===== src/rtl/ptp_tod_pkg.sv =====
package ptp_tod_pkg;

   typedef enum logic [1:0] {
      SRC_EXT_PRECISION = 2'd0,
      SRC_SYSTEM        = 2'd1,
      SRC_TRANSMIT      = 2'd2,
      SRC_RTC           = 2'd3
   } ref_src_e;

   localparam logic [1:0] REG_ENABLE = 2'd0;
   localparam logic [1:0] REG_SOURCE = 2'd1;
   localparam logic [1:0] REG_PERIOD = 2'd2;
   localparam logic [1:0] REG_ADDEND = 2'd3;

endpackage


===== src/rtl/tod_cfg_regs.sv =====
module tod_cfg_regs
   import ptp_tod_pkg::*;
#(
   parameter int DATA_W     = 32,
   parameter int ACC_W      = 32,
   parameter int PERIOD_W   = 32,
   parameter int SEL_W      = 2,
   parameter logic [PERIOD_W-1:0] DEF_PERIOD = 10,
   parameter logic [ACC_W-1:0]    DEF_ADDEND = 32'h8000_0000
) (
   input  logic                clk,
   input  logic                rst,
   input  logic                wr_en,
   input  logic [1:0]          wr_addr,
   input  logic [DATA_W-1:0]   wr_data,
   output logic                enable,
   output logic [SEL_W-1:0]    src_sel,
   output logic [PERIOD_W-1:0] period,
   output logic [ACC_W-1:0]    addend
);

   localparam logic [SEL_W-1:0] DEF_SEL = SEL_W'(int'(SRC_SYSTEM));

   always_ff @(posedge clk) begin
      if (rst) begin
         enable  <= 1'b0;
         src_sel <= DEF_SEL;
         period  <= DEF_PERIOD;
         addend  <= DEF_ADDEND;
      end else if (wr_en) begin
         case (wr_addr)
            REG_ENABLE: enable  <= wr_data[0];
            REG_SOURCE: src_sel <= wr_data[SEL_W-1:0];
            REG_PERIOD: period  <= wr_data[PERIOD_W-1:0];
            REG_ADDEND: addend  <= wr_data[ACC_W-1:0];
            default:    ;
         endcase
      end
   end

   AST_WRITE_ADDEND: assert property (@(posedge clk) disable iff (rst)
      ($past(wr_en) && $past(wr_addr) == REG_ADDEND) |-> addend == $past(wr_data[ACC_W-1:0]));

   AST_ENABLE_HOLD: assert property (@(posedge clk) disable iff (rst)
      !$past(wr_en) |-> $stable(enable));

endmodule


===== src/rtl/tod_ref_select.sv =====
module tod_ref_select #(
   parameter int NSRC  = 4,
   parameter int SEL_W = 2
) (
   input  logic [NSRC-1:0]  src_tick,
   input  logic [SEL_W-1:0] src_sel,
   input  logic             enable,
   output logic             ref_tick
);

   logic [NSRC-1:0] pick;

   for (genvar i = 0; i < NSRC; i++) begin : g_pick
      assign pick[i] = (src_sel == SEL_W'(i)) & src_tick[i];
   end

   assign ref_tick = enable & (|pick);

endmodule


===== src/rtl/tod_phase_acc.sv =====
module tod_phase_acc #(
   parameter int ACC_W = 32
) (
   input  logic             clk,
   input  logic             rst,
   input  logic             ref_tick,
   input  logic [ACC_W-1:0] addend,
   output logic             carry,
   output logic [ACC_W-1:0] phase
);

   logic [ACC_W:0] sum;

   assign sum   = {1'b0, phase} + {1'b0, addend};
   assign carry = ref_tick & sum[ACC_W];

   always_ff @(posedge clk) begin
      if (rst)           phase <= '0;
      else if (ref_tick) phase <= sum[ACC_W-1:0];
   end

   AST_PHASE_ADVANCE: assert property (@(posedge clk) disable iff (rst)
      $past(ref_tick) |-> phase == ACC_W'($past(phase) + $past(addend)));

   AST_PHASE_IDLE: assert property (@(posedge clk) disable iff (rst)
      !$past(ref_tick) |-> $stable(phase));

endmodule


===== src/rtl/tod_time_reg.sv =====
module tod_time_reg #(
   parameter int TIME_W   = 64,
   parameter int PERIOD_W = 32
) (
   input  logic                clk,
   input  logic                rst,
   input  logic                advance,
   input  logic [PERIOD_W-1:0] period,
   output logic [TIME_W-1:0]   tod,
   output logic                strobe
);

   logic [TIME_W-1:0] step;

   if (TIME_W == PERIOD_W) begin : g_same_w
      assign step = period;
   end else begin : g_zext
      assign step = {{(TIME_W-PERIOD_W){1'b0}}, period};
   end

   always_ff @(posedge clk) begin
      if (rst) begin
         tod    <= '0;
         strobe <= 1'b0;
      end else begin
         strobe <= advance;
         if (advance) tod <= tod + step;
      end
   end

   AST_STROBE_STEP: assert property (@(posedge clk) disable iff (rst)
      strobe |-> tod == TIME_W'($past(tod) + TIME_W'($past(period))));

   AST_QUIET_HOLD: assert property (@(posedge clk) disable iff (rst)
      !strobe |-> $stable(tod));

endmodule


===== src/rtl/ptp_tod_counter.sv =====
module ptp_tod_counter
   import ptp_tod_pkg::*;
#(
   parameter int TIME_W   = 64,
   parameter int PERIOD_W = 32,
   parameter int ACC_W    = 32,
   parameter int DATA_W   = 32,
   parameter int NSRC     = 4,
   parameter logic [PERIOD_W-1:0] DEF_PERIOD = 10,
   parameter logic [ACC_W-1:0]    DEF_ADDEND = 32'h8000_0000
) (
   input  logic              clk,
   input  logic              rst,
   input  logic              wr_en,
   input  logic [1:0]        wr_addr,
   input  logic [DATA_W-1:0] wr_data,
   input  logic [NSRC-1:0]   ref_ticks,
   output logic [TIME_W-1:0] tod,
   output logic              tod_strobe
);

   localparam int SEL_W = (NSRC > 1) ? $clog2(NSRC) : 1;

   if (PERIOD_W > TIME_W) begin : g_bad_period
      $error("PERIOD_W must not exceed TIME_W");
   end
   if (ACC_W > DATA_W || PERIOD_W > DATA_W || SEL_W > DATA_W) begin : g_bad_data
      $error("a register field is wider than DATA_W");
   end
   if (NSRC < 2 || int'(SRC_SYSTEM) >= NSRC) begin : g_bad_nsrc
      $error("NSRC must cover the default system clock source");
   end

   logic                enable;
   logic [SEL_W-1:0]    src_sel;
   logic [PERIOD_W-1:0] period;
   logic [ACC_W-1:0]    addend;
   logic                ref_tick;
   logic                carry;
   logic [ACC_W-1:0]    phase;

   tod_cfg_regs #(
      .DATA_W(DATA_W), .ACC_W(ACC_W), .PERIOD_W(PERIOD_W), .SEL_W(SEL_W),
      .DEF_PERIOD(DEF_PERIOD), .DEF_ADDEND(DEF_ADDEND)
   ) u_cfg (
      .clk(clk), .rst(rst), .wr_en(wr_en), .wr_addr(wr_addr), .wr_data(wr_data),
      .enable(enable), .src_sel(src_sel), .period(period), .addend(addend)
   );

   tod_ref_select #(.NSRC(NSRC), .SEL_W(SEL_W)) u_sel (
      .src_tick(ref_ticks), .src_sel(src_sel), .enable(enable), .ref_tick(ref_tick)
   );

   tod_phase_acc #(.ACC_W(ACC_W)) u_acc (
      .clk(clk), .rst(rst), .ref_tick(ref_tick), .addend(addend),
      .carry(carry), .phase(phase)
   );

   tod_time_reg #(.TIME_W(TIME_W), .PERIOD_W(PERIOD_W)) u_time (
      .clk(clk), .rst(rst), .advance(carry), .period(period),
      .tod(tod), .strobe(tod_strobe)
   );

   AST_CARRY_TO_STROBE: assert property (@(posedge clk) disable iff (rst)
      $past(carry) |-> tod_strobe);

   AST_DISABLED_FROZEN: assert property (@(posedge clk) disable iff (rst)
      !$past(enable) |-> ($stable(phase) && $stable(tod)));

   AST_TICK_SOURCE: assert property (@(posedge clk) disable iff (rst)
      ref_tick |-> (ref_ticks[src_sel] && enable));

endmodule


===== config.mk =====
export PLATFORM = sky130hd
export DESIGN_NAME = ptp_tod_counter
export DESIGN_NICKNAME = d
export VERILOG_FILES = /design/src/rtl/ptp_tod_pkg.sv /design/src/rtl/tod_cfg_regs.sv /design/src/rtl/tod_ref_select.sv /design/src/rtl/tod_phase_acc.sv /design/src/rtl/tod_time_reg.sv /design/src/rtl/ptp_tod_counter.sv
export SDC_FILE = /design/constraint.sdc
export NUM_CORES = 1
export LEC_CHECK = 0
export BUFFER_PORTS_ARGS = -buffer_cell sky130_fd_sc_hd__buf_4
export CORE_UTILIZATION = 50
export CTS_BUF_LIST = sky130_fd_sc_hd__clkbuf_8
export CTS_CLUSTER_DIAMETER = 40
export CTS_CLUSTER_SIZE = 10
export DETAILED_ROUTE_END_ITERATION = 12
export PLACE_DENSITY = 0.7
export SLEW_MARGIN = 20
export SYNTH_ARGS = -nofsm -noshare
export SYNTH_HDL_FRONTEND = slang
export SYNTH_SLANG_ARGS = --single-unit

===== constraint.sdc =====
create_clock -name clk -period 3.6 [get_ports clk]
set_clock_uncertainty 0.1 [all_clocks]
set_input_delay 0.72 -clock clk [delete_from_list [all_inputs] [get_ports clk]]
set_output_delay 0.72 -clock clk [all_outputs]
set_load 0.005 [all_outputs]

# Word-level counts from Yosys, hierarchy flattened
# Cells that the tools add are included.
# classes
addsub	2
eq_ne	6
bitwise_logic	6
reduce_logical	7
# ops
operator	count
$add A64 B32 Y64	1
$add A32 B32 Y33	1
$eq A2 B2 Y1 const B	4
$reduce_and A2 Y1	4
$and A1 B1 Y1	6
$eq A2 B1 Y1 const B	2
$logic_not A2 Y1	2
$reduce_or A4 Y1	1
# totals
register_bits	164
inputBits	41
output_inout_bits	65
wordCells	28

# Longest topological paths before layout
# depth
depth_word	5
ltp_mapped	13
ltp_nobuf	11

# Hierarchy
# Synthesis repeated with hierarchy kept, for this count alone.
# hier_totals
cells_unflattened	1166
hier_area_um2	10133.5
# by_module_without_submodules
module	n_inst	cells_per_inst	area_each_um2	seq_area_each_um2
tod_time_reg	1	553	4476.8	1301.2
tod_phase_acc	1	350	2851.5	640.6
tod_cfg_regs	1	261	2776.4	1341.3
tod_ref_select	1	2	28.8	0.0

# Worst setup path before layout
# No wires, ideal clock.
# synth_path
kind	reg2reg
from	register u_time.tod[26]
to	register u_time.tod[51]
setup_ps	70
arrival_ps	2869
t_required_ps	3430
setup_slack_ps	561
path_stages_with_launch	11
n_path_buf	1
period_less_slack_ps	3039
path_cell_list	dfxtp_1 ha_1 buf_2 and3_4 nand3_4 or4_4 a2111oi_4 o31a_2 o2111ai_4 or3_1 a21oi_1
# synth_via
elab_chain_cells	1
# synth_rtl
element	line	text
from (decl)	tod_time_reg.sv:9	output logic [TIME_W-1:0] tod,
from (signal assigned)	tod_time_reg.sv:27	if (advance) tod <= tod + step;
$add A64 B32 Y64	tod_time_reg.sv:27	
# No other way between the ends.
# A chain may end at the register's enable or synchronous reset.

# Worst setup path in the final report
# layout_path
from	register u_time.tod[24]
to	register u_time.tod[51]
# Same word-level chain as after synthesis.

==> flow_summary.json <==
{
  "grt_max_degree": 83,
  "cts_tree": "yes",
  "grt_usage_pct": 25.9,
  "worstHoldStart": "u_acc.phase[22]$_SDFFE_PP0P_",
  "clk_pin_slew_ps": 100,
  "reg2reg_to": "u_time.tod[51]$_SDFFE_PP0P_",
  "path_max_fanout": 9,
  "die_h_um": 141,
  "layout_common_cells": "nand2_1, a21oi_1, dfxtp_1",
  "worstMarginPinSlew_ps": 868,
  "postLayoutCoreUtil_pct": 59.3,
  "avgRoutedWirePerCell_um": 16.1,
  "layout_commonest_cell": "nand2_1",
  "startpoint_type": "flop",
  "grt_overflow_total": 0,
  "cts_inserted_buffers": 17,
  "netlist_area_mm2": 0.00967,
  "r2r_slack_ps": 250,
  "htree_levels": 4,
  "dp_cells": 1556,
  "holdCritPathClass": "reg2reg",
  "drive_above_1_share_pct": 13.4,
  "min_period_ps": 3350,
  "worstHoldPathCells": 2,
  "reg2regPathDepth": 9,
  "vias": 9095,
  "maxSlewHeadroom_pct": 42.1,
  "instances_no_fill": 1588,
  "first_pass_iters": 5,
  "power_leakage_nw": 4.58,
  "peakVddDrop_mv": 0.228,
  "critPathBufInv": 0,
  "path_delay_family": "simple AND/OR/NAND/NOR gates",
  "fmax_mhz": 298,
  "cts_max_path_buffers": 2,
  "yosys_warnings": 0,
  "fillers": 1793,
  "holdWs_ps": 358,
  "grt_pass1_wl_um": 41500,
  "hold_path_end": "u_acc.phase[22]$_SDFFE_PP0P_",
  "syn-num-nets": 1347,
  "highest_layer": "met5",
  "ys.flop_type": "dfxtp_1",
  "diodes": 0,
  "die_area_mm2": 0.0199,
  "slowest_delay_ps": 580,
  "end_kind": "flop",
  "area_growth_pct": 15.5,
  "wl_met2_um": 12000,
  "rsz0062_at_grt": "no",
  "cts_setup_buffers": 0,
  "worstPathCellList": "ha_1 -> and3_4 -> nand3_4 -> or4_4 -> a2111oi_4 -> o31a_2 -> o2111ai_4 -> or3_1 -> a21oi_1",
  "outcome": "finished, final reports clean",
  "power.total_w": 0.00374,
  "clk_latency_ps": 470,
  "io_buffers": 105,
  "async_reset_ff_share_pct": 0,
  "crit_required_ps": 3890,
  "critPathArrivalTime_ps": 3640,
  "grt_pass1_vias": 8466,
  "synth_seq_cells": 164,
  "start_util_pct": 51.4,
  "slew_viol_final": 0,
  "slowest_stage": "or4_4",
  "core_mm2": 0.0188,
  "ys_seq_area_share_pct": 33.9,
  "synth_edf_count": 0,
  "root_buffer": "clkbuf_8",
  "fin_crit_sh_pct": 93.1,
  "nets": 1422,
  "place.gp.congestion": 0.918,
  "clkSinkCount": 164,
  "drv_cap": 0,
  "drt_iter0_markers": 529,
  "die_x_um": 141,
  "ant_nets": 0,
  "tns_ps": 0,
  "routed_via_density": 5.73,
  "ctsHoldBuffers": 0,
  "antenna_found_initial": 1,
  "post-dp-hpwl_um": 18800,
  "ctsResizeCount": 0,
  "setup_viol": 0,
  "ys_types": 75,
  "r2r-start": "u_time.tod[24]$_SDFFE_PP0P_",
  "path_class": "reg2reg",
  "rows": 50,
  "met3_length_um": 1400,
  "drt-total-wl_um": 25600,
  "power_per_cell_area_mw_per_mm2": 335,
  "netlist_instances": 1240,
  "m1WireLength_um": 11800,
  "io_pins": 106,
  "drc_errors": 0,
  "syn_avg_cell_area_um2": 7.80,
  "hold_violations": 0
}
==> power breakdown <==
| part | switching, W | internal (W) |
|---|---|---|
| logic | 0.000150 | 0.0000882 |
| clock network | 0.000711 | 0.000931 |
| registers | 0.0000178 | 0.00184 |
==> kinds of logic (layout without fill, tap and decap cells) <==
family,after synthesis,in the layout,share of synthesized area (%)
mux,14,14,1.59
flops,164,164,33.9
buf+inv,81,169,3.26
xor+xnor,60,60,5.43
fa+ha+maj,66,66,8.69
simple gates,498,498,23.9
compound gates,357,357,23.2
==> Yosys cell counts (12+ instances only) <==
cell      number  area (um2)
a21o_1        28         210
xor2_1        17         149
nand4_1       22         138
mux2i_1       12         120
dfxtp_1      164        3280
inv_1         15        56.3
and3_1        17         106
or3_1         12        75.1
ha_1          64         801
nand3_1       47         235
nor4_1        13        81.3
clkbuf_1      57         214
nand2_1      226         848
a211oi_1      18         135
o21ai_0       42         210
a21oi_1      173         866
nor2_1        93         349
xnor2_1       43         377
nor3_1        15        75.1
==> sequential cells by signal (all words and copies together), names as in the netlist <==
name and flops:
u_acc.phase 32, u_cfg.addend 32, u_cfg.enable 1, u_cfg.period 32, u_cfg.src_sel 2, u_time.strobe 1, u_time.tod 64
==> area by class of cell <==
| type | instances | area, um2 | share of cell area [%] |
|---|---|---|---|
| multi-input combinational | 995 | 6090 | 54.5 |
| sequential | 164 | 3280 | 29.4 |
| timing repair buffer | 121 | 921 | 8.25 |
| tap | 260 | 325 | 2.91 |
| clock buffer | 19 | 262 | 2.34 |
| clock inverter | 13 | 229 | 2.05 |
| inverter | 16 | 60.1 | 0.538 |
==> routing by layer <==
layer / vias to the layer above / track usage [%]
met4: 2 / 7.27
li1: 4610 / -
met2: 235 / 44.3
met3: 33 / 4.42
met1: 4215 / 33.6
met5: - / 0
==> through the flow <==
stage,setup WS [ps],cell area (um2)
5_1_grt,77.2,11200
4_1_cts,287,11200
2_1_floorplan,561,9670
3_3_place_gp,352,10700
3_5_place_dp,315,10700
6_report,248,11200
==> worst min-delay path, delay by kind of cell, from the launching register on <==
kind | cells | cell delay (ps)
compound gates | 1 | 50
flops | 1 | 320
simple gates | 1 | 50
==> worst max-delay path by stage <==
stage | start | end | slack, ps | depth (start not counted)
after floorplan | u_time.tod[26]$_SDFFE_PP0P_ | u_time.tod[51]$_SDFFE_PP0P_ | 560 | 10
after global placement | u_time.tod[9]$_SDFFE_PP0P_ | u_time.tod[48]$_SDFFE_PP0P_ | 350 | 10
after detailed placement | u_time.tod[0]$_SDFFE_PP0P_ | u_time.tod[54]$_SDFFE_PP0P_ | 320 | 12
after CTS | u_time.tod[25]$_SDFFE_PP0P_ | u_time.tod[51]$_SDFFE_PP0P_ | 290 | 9
after global routing | u_time.tod[8]$_SDFFE_PP0P_ | u_time.tod[48]$_SDFFE_PP0P_ | 80 | 10
final | u_time.tod[24]$_SDFFE_PP0P_ | u_time.tod[51]$_SDFFE_PP0P_ | 250 | 9
Note: power is estimated with default switching activity, not from simulation.
